<file path="src/rtl/nand_sr_pkg.sv">
package nand_sr_pkg;
   typedef enum logic {
      MODE_ARRAY  = 1'b0,
      MODE_STATUS = 1'b1
   } rd_mode_e;
endpackage

</file>
<file path="src/rtl/nsr_mode_track.sv">
module nsr_mode_track
   import nand_sr_pkg::*;
#(
   parameter int          CMD_W     = 8,
   parameter logic [7:0]  STATUS_OP = 8'h70
) (
   input  logic             clk,
   input  logic             rst_n,
   input  logic             cmd_valid,
   input  logic [CMD_W-1:0] cmd_byte,
   output rd_mode_e         mode
);
   localparam logic [CMD_W-1:0] OPC = CMD_W'(STATUS_OP);

   always_ff @(posedge clk) begin
      if (!rst_n)
         mode <= MODE_ARRAY;
      else if (cmd_valid)
         mode <= (cmd_byte == OPC) ? MODE_STATUS : MODE_ARRAY;
   end
endmodule

</file>
<file path="src/rtl/nsr_err_track.sv">
module nsr_err_track (
   input  logic clk,
   input  logic rst_n,
   input  logic ctrl_busy,
   input  logic pe_start,
   input  logic op_fail,
   output logic err_flag,
   output logic pe_pend
);
   logic busy_q;
   logic busy_fall;

   assign busy_fall = busy_q & ~ctrl_busy;

   always_ff @(posedge clk) begin
      if (!rst_n) begin
         busy_q   <= 1'b0;
         err_flag <= 1'b0;
         pe_pend  <= 1'b0;
      end else begin
         busy_q <= ctrl_busy;
         if (pe_start) begin
            err_flag <= 1'b0;
            pe_pend  <= 1'b1;
         end else if (busy_fall && pe_pend) begin
            err_flag <= op_fail;
            pe_pend  <= 1'b0;
         end
      end
   end
endmodule

</file>
<file path="src/rtl/nsr_bus_drive.sv">
module nsr_bus_drive
   import nand_sr_pkg::*;
#(
   parameter int   DATA_W   = 8,
   parameter int   WP_BIT   = 7,
   parameter int   RDY_BIT  = 6,
   parameter int   ERR_BIT  = 0,
   parameter logic RESV_VAL = 1'b0,
   parameter bit   OUT_REG  = 1'b0
) (
   input  logic              clk,
   input  logic              rst_n,
   input  rd_mode_e          mode,
   input  logic              ce_n,
   input  logic              re_n,
   input  logic              wp_n,
   input  logic              ctrl_busy,
   input  logic              err_flag,
   input  logic [DATA_W-1:0] array_data,
   output logic [DATA_W-1:0] io_out,
   output logic              io_oe
);
   logic [DATA_W-1:0] status_word;
   logic [DATA_W-1:0] sel_word;
   logic              sel_oe;

   for (genvar b = 0; b < DATA_W; b++) begin : g_bit
      if (b == WP_BIT) begin : g_wp
         assign status_word[b] = wp_n;
      end else if (b == RDY_BIT) begin : g_rdy
         assign status_word[b] = ~ctrl_busy;
      end else if (b == ERR_BIT) begin : g_err
         assign status_word[b] = err_flag;
      end else begin : g_resv
         assign status_word[b] = RESV_VAL;
      end
   end

   assign sel_oe   = ~ce_n & ~re_n;
   assign sel_word = !sel_oe ? '0 :
                     (mode == MODE_STATUS) ? status_word : array_data;

   if (OUT_REG) begin : g_reg
      always_ff @(posedge clk) begin
         if (!rst_n) begin
            io_out <= '0;
            io_oe  <= 1'b0;
         end else begin
            io_out <= sel_word;
            io_oe  <= sel_oe;
         end
      end
   end else begin : g_comb
      logic unused_clk;
      assign unused_clk = clk ^ rst_n;
      assign io_out = sel_word;
      assign io_oe  = sel_oe;
   end
endmodule

</file>
<file path="src/rtl/nand_status_read.sv">
module nand_status_read
   import nand_sr_pkg::*;
#(
   parameter int          DATA_W    = 8,
   parameter int          CMD_W     = 8,
   parameter logic [7:0]  STATUS_OP = 8'h70,
   parameter int          WP_BIT    = 7,
   parameter int          RDY_BIT   = 6,
   parameter int          ERR_BIT   = 0,
   parameter logic        RESV_VAL  = 1'b0,
   parameter bit          OUT_REG   = 1'b0
) (
   input  logic              clk,
   input  logic              rst_n,
   input  logic              cmd_valid,
   input  logic [CMD_W-1:0]  cmd_byte,
   input  logic              ce_n,
   input  logic              re_n,
   input  logic              wp_n,
   input  logic              ctrl_busy,
   input  logic              pe_start,
   input  logic              op_fail,
   input  logic [DATA_W-1:0] array_data,
   output logic [DATA_W-1:0] io_out,
   output logic              io_oe
);
   localparam int MAX_BIT = DATA_W - 1;

   if (DATA_W < 3 || CMD_W < 8) begin : g_chk_w
      $error("nand_status_read: DATA_W must be >= 3 and CMD_W >= 8");
   end
   if (WP_BIT > MAX_BIT || RDY_BIT > MAX_BIT || ERR_BIT > MAX_BIT ||
       WP_BIT < 0 || RDY_BIT < 0 || ERR_BIT < 0) begin : g_chk_range
      $error("nand_status_read: status bit position out of range");
   end
   if (WP_BIT == RDY_BIT || WP_BIT == ERR_BIT || RDY_BIT == ERR_BIT) begin : g_chk_dist
      $error("nand_status_read: status bit positions must differ");
   end

   rd_mode_e mode;
   logic     err_flag;
   logic     pe_pend;
   logic     status_mode;

   assign status_mode = (mode == MODE_STATUS);

   nsr_mode_track #(
      .CMD_W     (CMD_W),
      .STATUS_OP (STATUS_OP)
   ) u_mode (
      .clk       (clk),
      .rst_n     (rst_n),
      .cmd_valid (cmd_valid),
      .cmd_byte  (cmd_byte),
      .mode      (mode)
   );

   nsr_err_track u_err (
      .clk       (clk),
      .rst_n     (rst_n),
      .ctrl_busy (ctrl_busy),
      .pe_start  (pe_start),
      .op_fail   (op_fail),
      .err_flag  (err_flag),
      .pe_pend   (pe_pend)
   );

   nsr_bus_drive #(
      .DATA_W   (DATA_W),
      .WP_BIT   (WP_BIT),
      .RDY_BIT  (RDY_BIT),
      .ERR_BIT  (ERR_BIT),
      .RESV_VAL (RESV_VAL),
      .OUT_REG  (OUT_REG)
   ) u_bus (
      .clk        (clk),
      .rst_n      (rst_n),
      .mode       (mode),
      .ce_n       (ce_n),
      .re_n       (re_n),
      .wp_n       (wp_n),
      .ctrl_busy  (ctrl_busy),
      .err_flag   (err_flag),
      .array_data (array_data),
      .io_out     (io_out),
      .io_oe      (io_oe)
   );
endmodule

</file>
<file path="config.mk">
export PLATFORM = sky130hd
export DESIGN_NAME = nand_status_read
export DESIGN_NICKNAME = d
export VERILOG_FILES = /design/src/rtl/nand_sr_pkg.sv /design/src/rtl/nsr_mode_track.sv /design/src/rtl/nsr_err_track.sv /design/src/rtl/nsr_bus_drive.sv /design/src/rtl/nand_status_read.sv
export SDC_FILE = /design/constraint.sdc
export NUM_CORES = 1
export LEC_CHECK = 0
export ABC_AREA = 1
export BUFFER_PORTS_ARGS = -buffer_cell sky130_fd_sc_hd__buf_2
export CAP_MARGIN = 20
export CORE_AREA = 3 3 40 42
export CTS_BUF_LIST = sky130_fd_sc_hd__clkbuf_4
export DETAILED_ROUTE_END_ITERATION = 7
export DIE_AREA = 0 0 43 45
export HOLD_SLACK_MARGIN = 0.06
export PLACE_DENSITY = 0.64
export SYNTH_ARGS = -nofsm -noshare
export SYNTH_HDL_FRONTEND = slang
export SYNTH_HIERARCHICAL = 1
export SYNTH_SLANG_ARGS = --single-unit
</file>
<file path="constraint.sdc">
create_clock -name clk -period 1.2 [get_ports clk]
set_input_delay 0.18 -clock clk [delete_from_list [all_inputs] [get_ports clk]]
set_output_delay 0.18 -clock clk [all_outputs]
set_load 0.005 [all_outputs]
</file>
# After elaboration in Yosys (flattened, before gate mapping)

Cells that the tools add are included.

$add $sub $neg: 0
Multiply operators: 0
Divide/modulo/power cells: 0
Order comparisons: 0
Eq/ne operators: 1
Shift-type cells: 0
Muxes and demuxes: 5
Bitwise gates (word level): 6
Reduce and logical (&&, ||, !) cells: 3

Operators by type and width:

| operator             | number |
|---|---|
| $mux W8              | 2 |
| $eq A8 B7 Y1 const B | 1 |
| $not A1 Y1           | 4 |
| $mux W1              | 3 |
| $and A1 B1 Y1        | 2 |
| $reduce_bool A2 Y1   | 1 |
| $reduce_or A2 Y1     | 1 |
| $logic_and A1 B1 Y1  | 1 |

Register bits after elaboration: 4
Bits in latches: 0
Memory bits (writable): 0
ROM bits: 0
Input port bits: 25
Logic and storage cells: 19
Memories kept: 0

# Longest topological paths before layout

Gate-level depths: netlist of the first run.

Depth in word-level cells: 5
Depth in mapped cells: 5

# Modules after synthesis

The synthesis of the first run kept the hierarchy.

Modules (own cells, without submodules):

| module         | times used | cells each | area each (um^2) |
|---|---|---|---|
| nsr_bus_drive  | 1          | 27         | 128.9 |
| nsr_err_track  | 1          | 17         | 127.6 |
| nsr_mode_track | 1          | 15         | 75.1 |

# Least setup slack after synthesis of the first run

No wires, ideal clock.

Path type: register -> output
Start: reg u_mode.mode
End: out io_out[1]
Arrival: 0.634 ns
Required time: 1.020 ns
Slack: 0.386 ns
Cell stages (with the launch flop): 4
Path buffers: 0
Path through: dfxtp_1 inv_1 nand2_4 nor2_2

Word-level cells in the longest chain between the ends: 2

Ends and longest elaborated chain:

| element                | RTL line               | text |
|---|---|---|
| start, declared        | nsr_mode_track.sv:11   | `output rd_mode_e mode` |
| start signal, assigned | nsr_mode_track.sv:19   | `mode <= (cmd_byte == OPC) ? MODE_STATUS : MODE_ARRAY;` |
| $mux W8                | nsr_bus_drive.sv:41    | `(mode == MODE_STATUS) ? status_word : array_data;` |
| $mux W8                | nsr_bus_drive.sv:40    | `assign sel_word = !sel_oe ? '0 :` |
| end, declared          | nand_status_read.sv:24 | `output logic [DATA_W-1:0] io_out,` |

No other way between the ends.

# Final worst setup path of the first run

Start: reg u_mode.mode
End: out io_out[3]

The elaborated chain is that of the path after synthesis.

==> impl_metrics.json, run 1 <==
{
  "crit_family": "flip-flops",
  "core_area_sq_um": 1280,
  "antenna_cells": 0,
  "port_buffers": 33,
  "syn_area_sq_um": 332,
  "status": "finished, final reports clean",
  "via_count": 410,
  "ys_types": 11,
  "drive_gt1_share_pct": 50.5,
  "htreeDepth": 1,
  "synth_nets": 84,
  "post_cts_buffers": 0,
  "synth_top_area_share_pct": 24.2,
  "cpPeakStageDelay_ps": 360,
  "synthTopCellsByCount": "inv_1 (16), nand2_1 (15), nor2_1 (11), nor2_2 (5), dfxtp_1 (4)",
  "met2_length_microns": 387,
  "routed_wl_microns": 792,
  "worst_pin_slew_ps": 139,
  "antenna_found_initial": 0,
  "grt_pass1_vias": 353,
  "drt-met1-wl_microns": 326,
  "numCtsBuffers": 3,
  "die_h_microns": 45,
  "clock_path_buffers": 2,
  "grt_pass1_wl_microns": 1350,
  "relSlewSlack_pct": 90.6,
  "cts_tree": "yes",
  "clock.fmax_ghz": 0.902,
  "criticalPathCategory": "register to output pin",
  "synth.largest_area_cell": "dfxtp_1",
  "ir_worst_vdd_mv": 0.438,
  "worstSetupStartpointType": "register",
  "synth_edf_count": 0,
  "place_congestion": 0.646,
  "synth.most_common_cell": "inv_1",
  "fillCellCount": 148,
  "fin_setup_tns_ps": 0,
  "cp_num_buf_inv": 2,
  "finalClockSkew_ps": 4.58,
  "dr.pass1.iters": 1,
  "multi_input_area_sq_um": 188,
  "final_cell_count_no_fill": 110,
  "clk_pin_slew_ps": 40,
  "dieArea_sq_um": 1940,
  "synth_area_leaders": "dfxtp_1 (24%), inv_1 (18%), nand2_1 (17%)",
  "nets": 122,
  "postRouteAntennaNets": 0,
  "required_ps": 1020,
  "place_inst": 107,
  "overflow": 0,
  "cp_slowest_cell": "dfxtp_4",
  "syn_inst": 59,
  "hold_buffers": 0,
  "grt_setup_unrepaired": "false",
  "regArea_sq_um": 83.8,
  "areaGrowthSynthToFinish_pct": 63.4,
  "place_area_sq_um": 515,
  "power.density_nw_per_um2": 768,
  "design_area_sq_um": 542,
  "top_layer": "met3",
  "period_share_pct": 92.4,
  "grt_max_degree": 9,
  "ioPinCount": 34,
  "total_power_mw": 0.416,
  "num_rows": 13,
  "critPathCaptureType": "output pin",
  "cp_cell_sequence": "inv_2 > nand2_4 > nor2_2 > buf_2",
  "wl_per_cell_microns": 7.20,
  "via_per_inst": 3.73,
  "ys_ff_latch": 4,
  "drt_iter0_markers": 0,
  "track_usage_pct": 9.56,
  "p_leak_nw": 0.345,
  "syn_area_per_cell_sq_um": 5.62,
  "clock-root-buffer": "clkbuf_4",
  "synthFlopType": "dfxtp_1",
  "synth_warnings": 6,
  "hold_path_class": "primary input to register",
  "period_needed_ps": 1110,
  "worstSkewPairLatency_ps": 230,
  "cp.arrival_ps": 930,
  "drv_cap": 0,
  "final-setup-viol-count": 0,
  "crit_fanout": 8,
  "async_flop_share_pct": 0,
  "cts.sinks": 4,
  "hold_violations": 0,
  "yosysSeqAreaShare_pct": 24.2,
  "start_util_pct": 25.8,
  "maxSlewViolCount": 0,
  "dp_hpwl_microns": 716,
  "remaining_drc_errors": 0,
  "die_w_microns": 43,
  "route.met3.wl_microns": 78
}
==> cell families after synthesis <==
kind of cell    count (synthesis)  share of synthesized area, %
flops                           4                          24.2
buf+inv                        17                          19.2
simple gates                   35                          52.1
compound gates                  3                          4.53
==> sequential cells by signal, indices dropped and copies added (netlist names) <==
signal,cells
u_mode/mode,1
u_err/err_flag,1
u_err/pe_pend,1
u_err/busy_q,1
==> worst paths after layout <==
kind	from	endpoint	slack, ps	cells past startpoint
worst max-delay path	u_mode/mode	io_out[3]	90	4
worst max register to register	u_mode/mode	u_mode/mode	510	2
worst min register to register	u_err/pe_pend	u_err/pe_pend	500	2
worst min-delay path	cmd_valid	u_mode/mode	120	2
==> metal layers <==
layer / up-vias / GRT usage, %
li1: 239 / -
met1: 156 / 11.3
met2: 15 / 13.5
met3: 0 / 4.38
met4: 0 / 7.23
met5: - / 0
==> where the power goes <==
part	internal, mW	leakage, nW	switching [mW]
clock	0.112	0.0138	0.0534
sequential	0.139	0.0337	0.00608
combinational	0.0556	0.297	0.0505
==> area by class of cell <==
cell class	instances	area share, %
flip-flops and latches	4	15.5
well taps	15	3.46
multi-input cells	38	34.6
inverters	17	11.8
clock buffers	3	4.16
repair buffers	33	30.5
==> cell usage in the layout (no fill, tap or decap) <==
master / netlist / layout
nor2_4: 2 / 2
dfxtp_4: 0 / 1
inv_2: 1 / 2
dfxtp_1: 4 / 3
a21oi_1: 2 / 2
inv_1: 16 / 15
o21ai_0: 1 / 1
buf_2: 0 / 33
nor2_1: 11 / 11
nand2_1: 15 / 15
clkbuf_4: 0 / 3
nand2_4: 1 / 1
nand3_2: 1 / 1
nor2_2: 5 / 5
==> stage by stage <==
stage	worst slack [ps]	util [%]	hold WS, ps
finish	91.2	42.2	123
global placement	242	40.1	374
detailed placement	212	40.1	374
floorplan	386	-	273
CTS	43.1	42.0	114
global route	5.16	42.2	141
==> timing repair <==
item,CTS,global route
gates resized for setup,1,2
setup endpoints to repair,5,5
endpoints found under the hold margin,0,0
(Power assumes the default switching activity.)
==> run 2, diff against run 1 <==
--- a/config.mk
+++ b/config.mk
@@ -14,6 +14,7 @@
 export DIE_AREA = 0 0 43 45
 export HOLD_SLACK_MARGIN = 0.06
 export PLACE_DENSITY = 0.64
+export SETUP_SLACK_MARGIN = 0.3
 export SYNTH_ARGS = -nofsm -noshare
 export SYNTH_HDL_FRONTEND = slang
 export SYNTH_HIERARCHICAL = 1
==> impl_metrics.json, run 2 (same netlist as run 1, synthesis figures left out) <==
{
  "status": "finished, final reports clean",
  "layout_common_cells": "buf_2 (33), inv_1 (15), nor2_1 (10), nand2_1 (10), nor2_2 (6)",
  "grtUsageMet1_pct": 11.5,
  "cp_cell_sequence": "inv_4 > nand2_4 > nor2_2 > buf_2",
  "start_util_pct": 25.8,
  "drv_cap": 0,
  "drive_gt1_share_pct": 56.8,
  "htreeDepth": 1,
  "drt_iter0_markers": 2,
  "mostFrequentLayoutCell": "buf_2",
  "cts.sinks": 4,
  "ir_worst_vdd_mv": 0.443,
  "crit_fanout": 8,
  "via_count": 417,
  "port_buffers": 33,
  "pre_cts_ws_ps": 212,
  "worstSetupStartpointType": "register",
  "worst_pin_slew_ps": 172,
  "total_power_mw": 0.421,
  "finalClockSkew_ps": 4.05,
  "setup_slack_ps": 90.7,
  "grt_busiest_layer": "met2",
  "wl_per_cell_microns": 7.20,
  "p_leak_nw": 0.347,
  "fin_setup_tns_ps": 0,
  "power.density_nw_per_um2": 753,
  "clk_pin_slew_ps": 40,
  "critPathCaptureType": "output pin",
  "grt_max_degree": 9,
  "clock_path_buffers": 2,
  "antenna_cells": 0,
  "hold_violations": 0,
  "grt_setup_unrepaired": "true",
  "clock.fmax_ghz": 0.901,
  "overflow": 0,
  "clock-root-buffer": "clkbuf_4",
  "num_rows": 13,
  "place_congestion": 0.646,
  "period_share_pct": 92.4,
  "ioPinCount": 34,
  "die_w_microns": 43,
  "via_per_inst": 3.79,
  "dieArea_sq_um": 1940,
  "numCtsBuffers": 3,
  "period_needed_ps": 1110,
  "cp.arrival_ps": 930,
  "grt_pass1_vias": 354,
  "final-setup-viol-count": 0,
  "dp_hpwl_microns": 716,
  "cts_tree": "yes",
  "core_area_sq_um": 1280,
  "cp_slowest_cell": "dfxtp_4",
  "post_cts_buffers": 0,
  "required_ps": 1020,
  "relSlewSlack_pct": 88.5,
  "antenna_found_initial": 0,
  "nets": 122,
  "hold_buffers": 0,
  "dr.pass1.iters": 4,
  "maxSlewViolCount": 0,
  "cpPeakStageDelay_ps": 370,
  "routed_wl_microns": 792,
  "grt_pass1_wl_microns": 1370,
  "track_usage_pct": 9.73,
  "areaGrowthSynthToFinish_pct": 68.7,
  "met2_usage_pct": 13.8,
  "final_util_pct": 43.5,
  "use_met3_pct": 4.38,
  "postRouteAntennaNets": 0,
  "hold_path_class": "primary input to register",
  "criticalPathCategory": "register to output pin",
  "worstSkewPairLatency_ps": 230,
  "die_h_microns": 45,
  "remaining_drc_errors": 0
}
run 2: changes by cell type in the layout (fill, tap and decap cells not counted):
cell	before	now
nand2_1	15	10
nand2_2	0	5
inv_2	2	1
inv_4	0	1
nor2_1	11	10
nor2_2	5	6
run 2: area by class of cell:
cell class,count,area (sq um)
Tap cell,15,18.8
Timing Repair Buffer,33,165
Fill cell,149,726
Inverter,17,66.3
Sequential cell,4,83.8
Clock buffer,3,22.5
Multi-Input combinational cell,38,203
run 2: through the flow:
stage	cell area, sq um	instances	hold slack, ps
2_1_floorplan	332	59	273
3_3_place_gp	515	107	374
6_report	559	110	124
3_5_place_dp	515	107	374
4_1_cts	542	110	112
5_1_grt	559	110	141
run 2: final timing paths:
kind,from,end,slack (ps),cells after the start
min,cmd_valid,u_mode/mode,120,2
min reg2reg,u_err/pe_pend,u_err/pe_pend,500,2
max,u_mode/mode,io_out[3],90,4
max reg2reg,u_mode/mode,u_mode/mode,490,2
run 2: power by group:
part / internal [mW] / switching (mW) / leakage, nW
sequential: 0.139 / 0.00739 / 0.0337
clock: 0.112 / 0.0532 / 0.0138
combinational: 0.0574 / 0.0525 / 0.299
run 2: metal layers:
| layer | share of wire, % | vias up |
|---|---|---|
| li1 | - | 239 |
| met1 | 40 | 161 |
| met2 | 50 | 17 |
| met3 | 10 | 0 |
| met4 | 0 | 0 |
| met5 | 0 | - |
run 2: worst max-delay path, delay by kind of cell (launching register included):
kind / cells / cell delay [ps]
AND/OR/NAND/NOR: 2 / 150
flip-flops: 1 / 370
buffers and inverters: 2 / 170
run 2: what timing repair did:
action | in CTS | in global routing
resized for setup | 3 | 7
endpoints found under the setup margin | 8 | 8
pin swaps | 2 | 6
==> run 3, diff against run 2 <==
--- a/config.mk
+++ b/config.mk
@@ -13,9 +13,8 @@
 export DETAILED_ROUTE_END_ITERATION = 7
 export DIE_AREA = 0 0 43 45
 export HOLD_SLACK_MARGIN = 0.06
-export PLACE_DENSITY = 0.64
+export PLACE_DENSITY = 0.59
 export SETUP_SLACK_MARGIN = 0.3
 export SYNTH_ARGS = -nofsm -noshare
 export SYNTH_HDL_FRONTEND = slang
-export SYNTH_HIERARCHICAL = 1
 export SYNTH_SLANG_ARGS = --single-unit
==> constraint.sdc (replaced) <==
create_clock -name clk -period 1.2 [get_ports clk]
set_input_delay 0.06 -clock clk [delete_from_list [all_inputs] [get_ports clk]]
set_output_delay 0.06 -clock clk [all_outputs]
set_load 0.005 [all_outputs]
==> impl_metrics.json, run 3 <==
{
  "grt_busiest_layer": "met2",
  "hold_violations": 0,
  "htreeDepth": 1,
  "period_needed_ps": 1030,
  "track_usage_pct": 11.1,
  "status": "finished, final reports clean",
  "clock.fmax_ghz": 0.974,
  "dp_hpwl_microns": 697,
  "cp_slowest_cell": "dfxtp_4",
  "period_share_pct": 85.5,
  "synth_warnings": 0,
  "synth_edf_count": 0,
  "synth-compound-area-share_pct": 15.6,
  "cts.sinks": 4,
  "wl_per_cell_microns": 8.73,
  "whs_ps": 71.2,
  "synthFlopType": "dfxtp_1",
  "place_congestion": 0.650,
  "synth_xor_area_share_pct": 0,
  "synth_top_area_share_pct": 29.4,
  "via_per_inst": 4.12,
  "worstHoldStart": "op_fail",
  "synth_nets": 76,
  "antenna_found_initial": 0,
  "finalClockSkew_ps": 4.88,
  "syn_area_per_cell_sq_um": 5.35,
  "areaGrowthSynthToFinish_pct": 97.2,
  "synth.largest_area_cell": "dfxtp_1",
  "ioPinCount": 34,
  "worstSkewPairLatency_ps": 240,
  "drt_iter0_markers": 4,
  "cts_tree": "yes",
  "grt_pass1_wl_microns": 1570,
  "clk_pin_slew_ps": 40,
  "drive_gt1_share_pct": 49.5,
  "fin_setup_tns_ps": 0,
  "numCtsBuffers": 3,
  "required_ps": 1140,
  "num_rows": 13,
  "p_leak_nw": 0.328,
  "die_w_microns": 43,
  "routed_wl_microns": 925,
  "met2_usage_pct": 17.1,
  "drv_cap": 0,
  "ys_ff_latch": 4,
  "synth_top_family_by_area": "simple AND/OR/NAND/NOR gates",
  "cp.arrival_ps": 970,
  "dieArea_sq_um": 1940,
  "ys_types": 10,
  "syn_inst": 51,
  "port_buffers": 33,
  "final-setup-viol-count": 0,
  "pre_cts_ws_ps": 317,
  "hold_path_class": "primary input to register",
  "crit_start": "u_mode.mode",
  "start_util_pct": 21.2,
  "maxSlewViolCount": 0,
  "synthMuxAreaShare_pct": 0,
  "layout_common_cells": "buf_2 (33), nand2_1 (13), nor2_1 (11)",
  "yosysSeqAreaShare_pct": 29.4,
  "overflow": 0,
  "grtUsageMet1_pct": 12.3,
  "grt_pass1_vias": 422,
  "synthTopCellsByCount": "nand2_1 (14), inv_1 (11), nor2_1 (11), a21oi_1 (4), dfxtp_1 (4)",
  "grt_max_degree": 8,
  "ir_worst_vdd_mv": 0.443,
  "via_count": 437,
  "core_area_sq_um": 1280,
  "remaining_drc_errors": 0,
  "r2r_start": "u_mode.mode",
  "clock_path_buffers": 2,
  "cpPeakStageDelay_ps": 360,
  "synth.most_common_cell": "nand2_1",
  "antenna_cells": 0,
  "setup_slack_ps": 173,
  "postRouteAntennaNets": 0,
  "async_flop_share_pct": 0,
  "fillCellCount": 153,
  "worst_pin_slew_ps": 139,
  "synthSimpleGateAreaFrac_pct": 38.5,
  "nets": 118,
  "syn_area_sq_um": 273,
  "power.density_nw_per_um2": 786,
  "die_h_microns": 45,
  "worstSetupStartpointType": "register",
  "use_met3_pct": 7.57,
  "grt_setup_unrepaired": "true",
  "criticalPathCategory": "register to output pin",
  "mostFrequentLayoutCell": "buf_2",
  "dr.pass1.iters": 2,
  "crit_fanout": 6,
  "cp_cell_sequence": "inv_4 > nand2_2 > a21oi_2 > buf_2",
  "synthAdderAreaFrac_pct": 0,
  "synth_area_leaders": "dfxtp_1 (29%), nand2_1 (19%), inv_1 (15%)",
  "clock-root-buffer": "clkbuf_4",
  "critPathCaptureType": "output pin",
  "relSlewSlack_pct": 90.6
}
==> run 3: changes by cell type in the layout (fill, tap and decap cells not counted), moves of 2 or more <==
cell           previous run  this run
nand2_2                   5         1
inv_1                    15        10
nor2_2                    6         1
a21oi_2                   0         2
dlygate4sd3_1             0         3
nand2_1                  10        13
nor2_4                    2         0
==> run 3: cell families after synthesis <==
| group | count (synthesis) |
|---|---|
| simple gates | 27 |
| buf+inv | 12 |
| compound gates | 8 |
| flops | 4 |
==> run 3: path summary, 6_finish.rpt <==
| check | slack (ps) | depth (start not counted) | endpoint |
|---|---|---|---|
| worst max register to register | 380 | 3 | u_mode.mode |
| worst max-delay path | 170 | 4 | io_out[7] |
| worst min register to register | 500 | 2 | u_err.pe_pend |
| worst min-delay path | 70 | 3 | u_err.err_flag |
==> run 3: power by group <==
group / total, mW / internal [mW] / switching, mW
clock network: 0.168 / 0.112 / 0.0564
registers: 0.144 / 0.139 / 0.00487
logic: 0.111 / 0.0616 / 0.0491
==> run 3: critical path: cells and delay by family (launching register included) <==
| kind | cells | cell delay, ps |
|---|---|---|
| flops | 1 | 360 |
| buf+inv | 2 | 200 |
| compound gates | 1 | 120 |
| simple gates | 1 | 50 |
==> run 3: routing by layer <==
| metal | wire (microns) | up-vias |
|---|---|---|
| met5 | 0 | - |
| met3 | 115 | 0 |
| met1 | 367 | 184 |
| met2 | 442 | 21 |
| met4 | 0 | 0 |
| li1 | - | 232 |
==> run 3: cell type report <==
type / instances / area (sq um) / area share (%)
Clock buffer: 3 / 22.5 / 4.19
Inverter: 12 / 47.5 / 8.84
Multi-Input combinational cell: 35 / 163 / 30.2
Sequential cell: 4 / 83.8 / 15.6
Tap cell: 15 / 18.8 / 3.49
Timing Repair Buffer: 37 / 203 / 37.7
==> run 3: through the flow <==
step / power, mW / std cells / utilization (%) / cell area [sq um]
final: 0.423 / 106 / 41.9 / 538
after global routing: 0.462 / 106 / 41.9 / 538
after CTS: 0.434 / 106 / 41.0 / 527
after detailed placement: 0.240 / 99 / 35.5 / 457
after global placement: 0.240 / 99 / 35.5 / 457
after floorplan: 0.183 / 51 / - / 273
==> run 3: repair_timing <==
action / 4_1_cts / 5_1_grt
gates cloned: 0 / 0
hold buffers: 3 / 0
pin swaps: 7 / 4
setup buffers: 1 / 0
endpoints found under the setup margin: 8 / 8
endpoints found under the hold margin: 3 / 0
resized for setup: 6 / 3
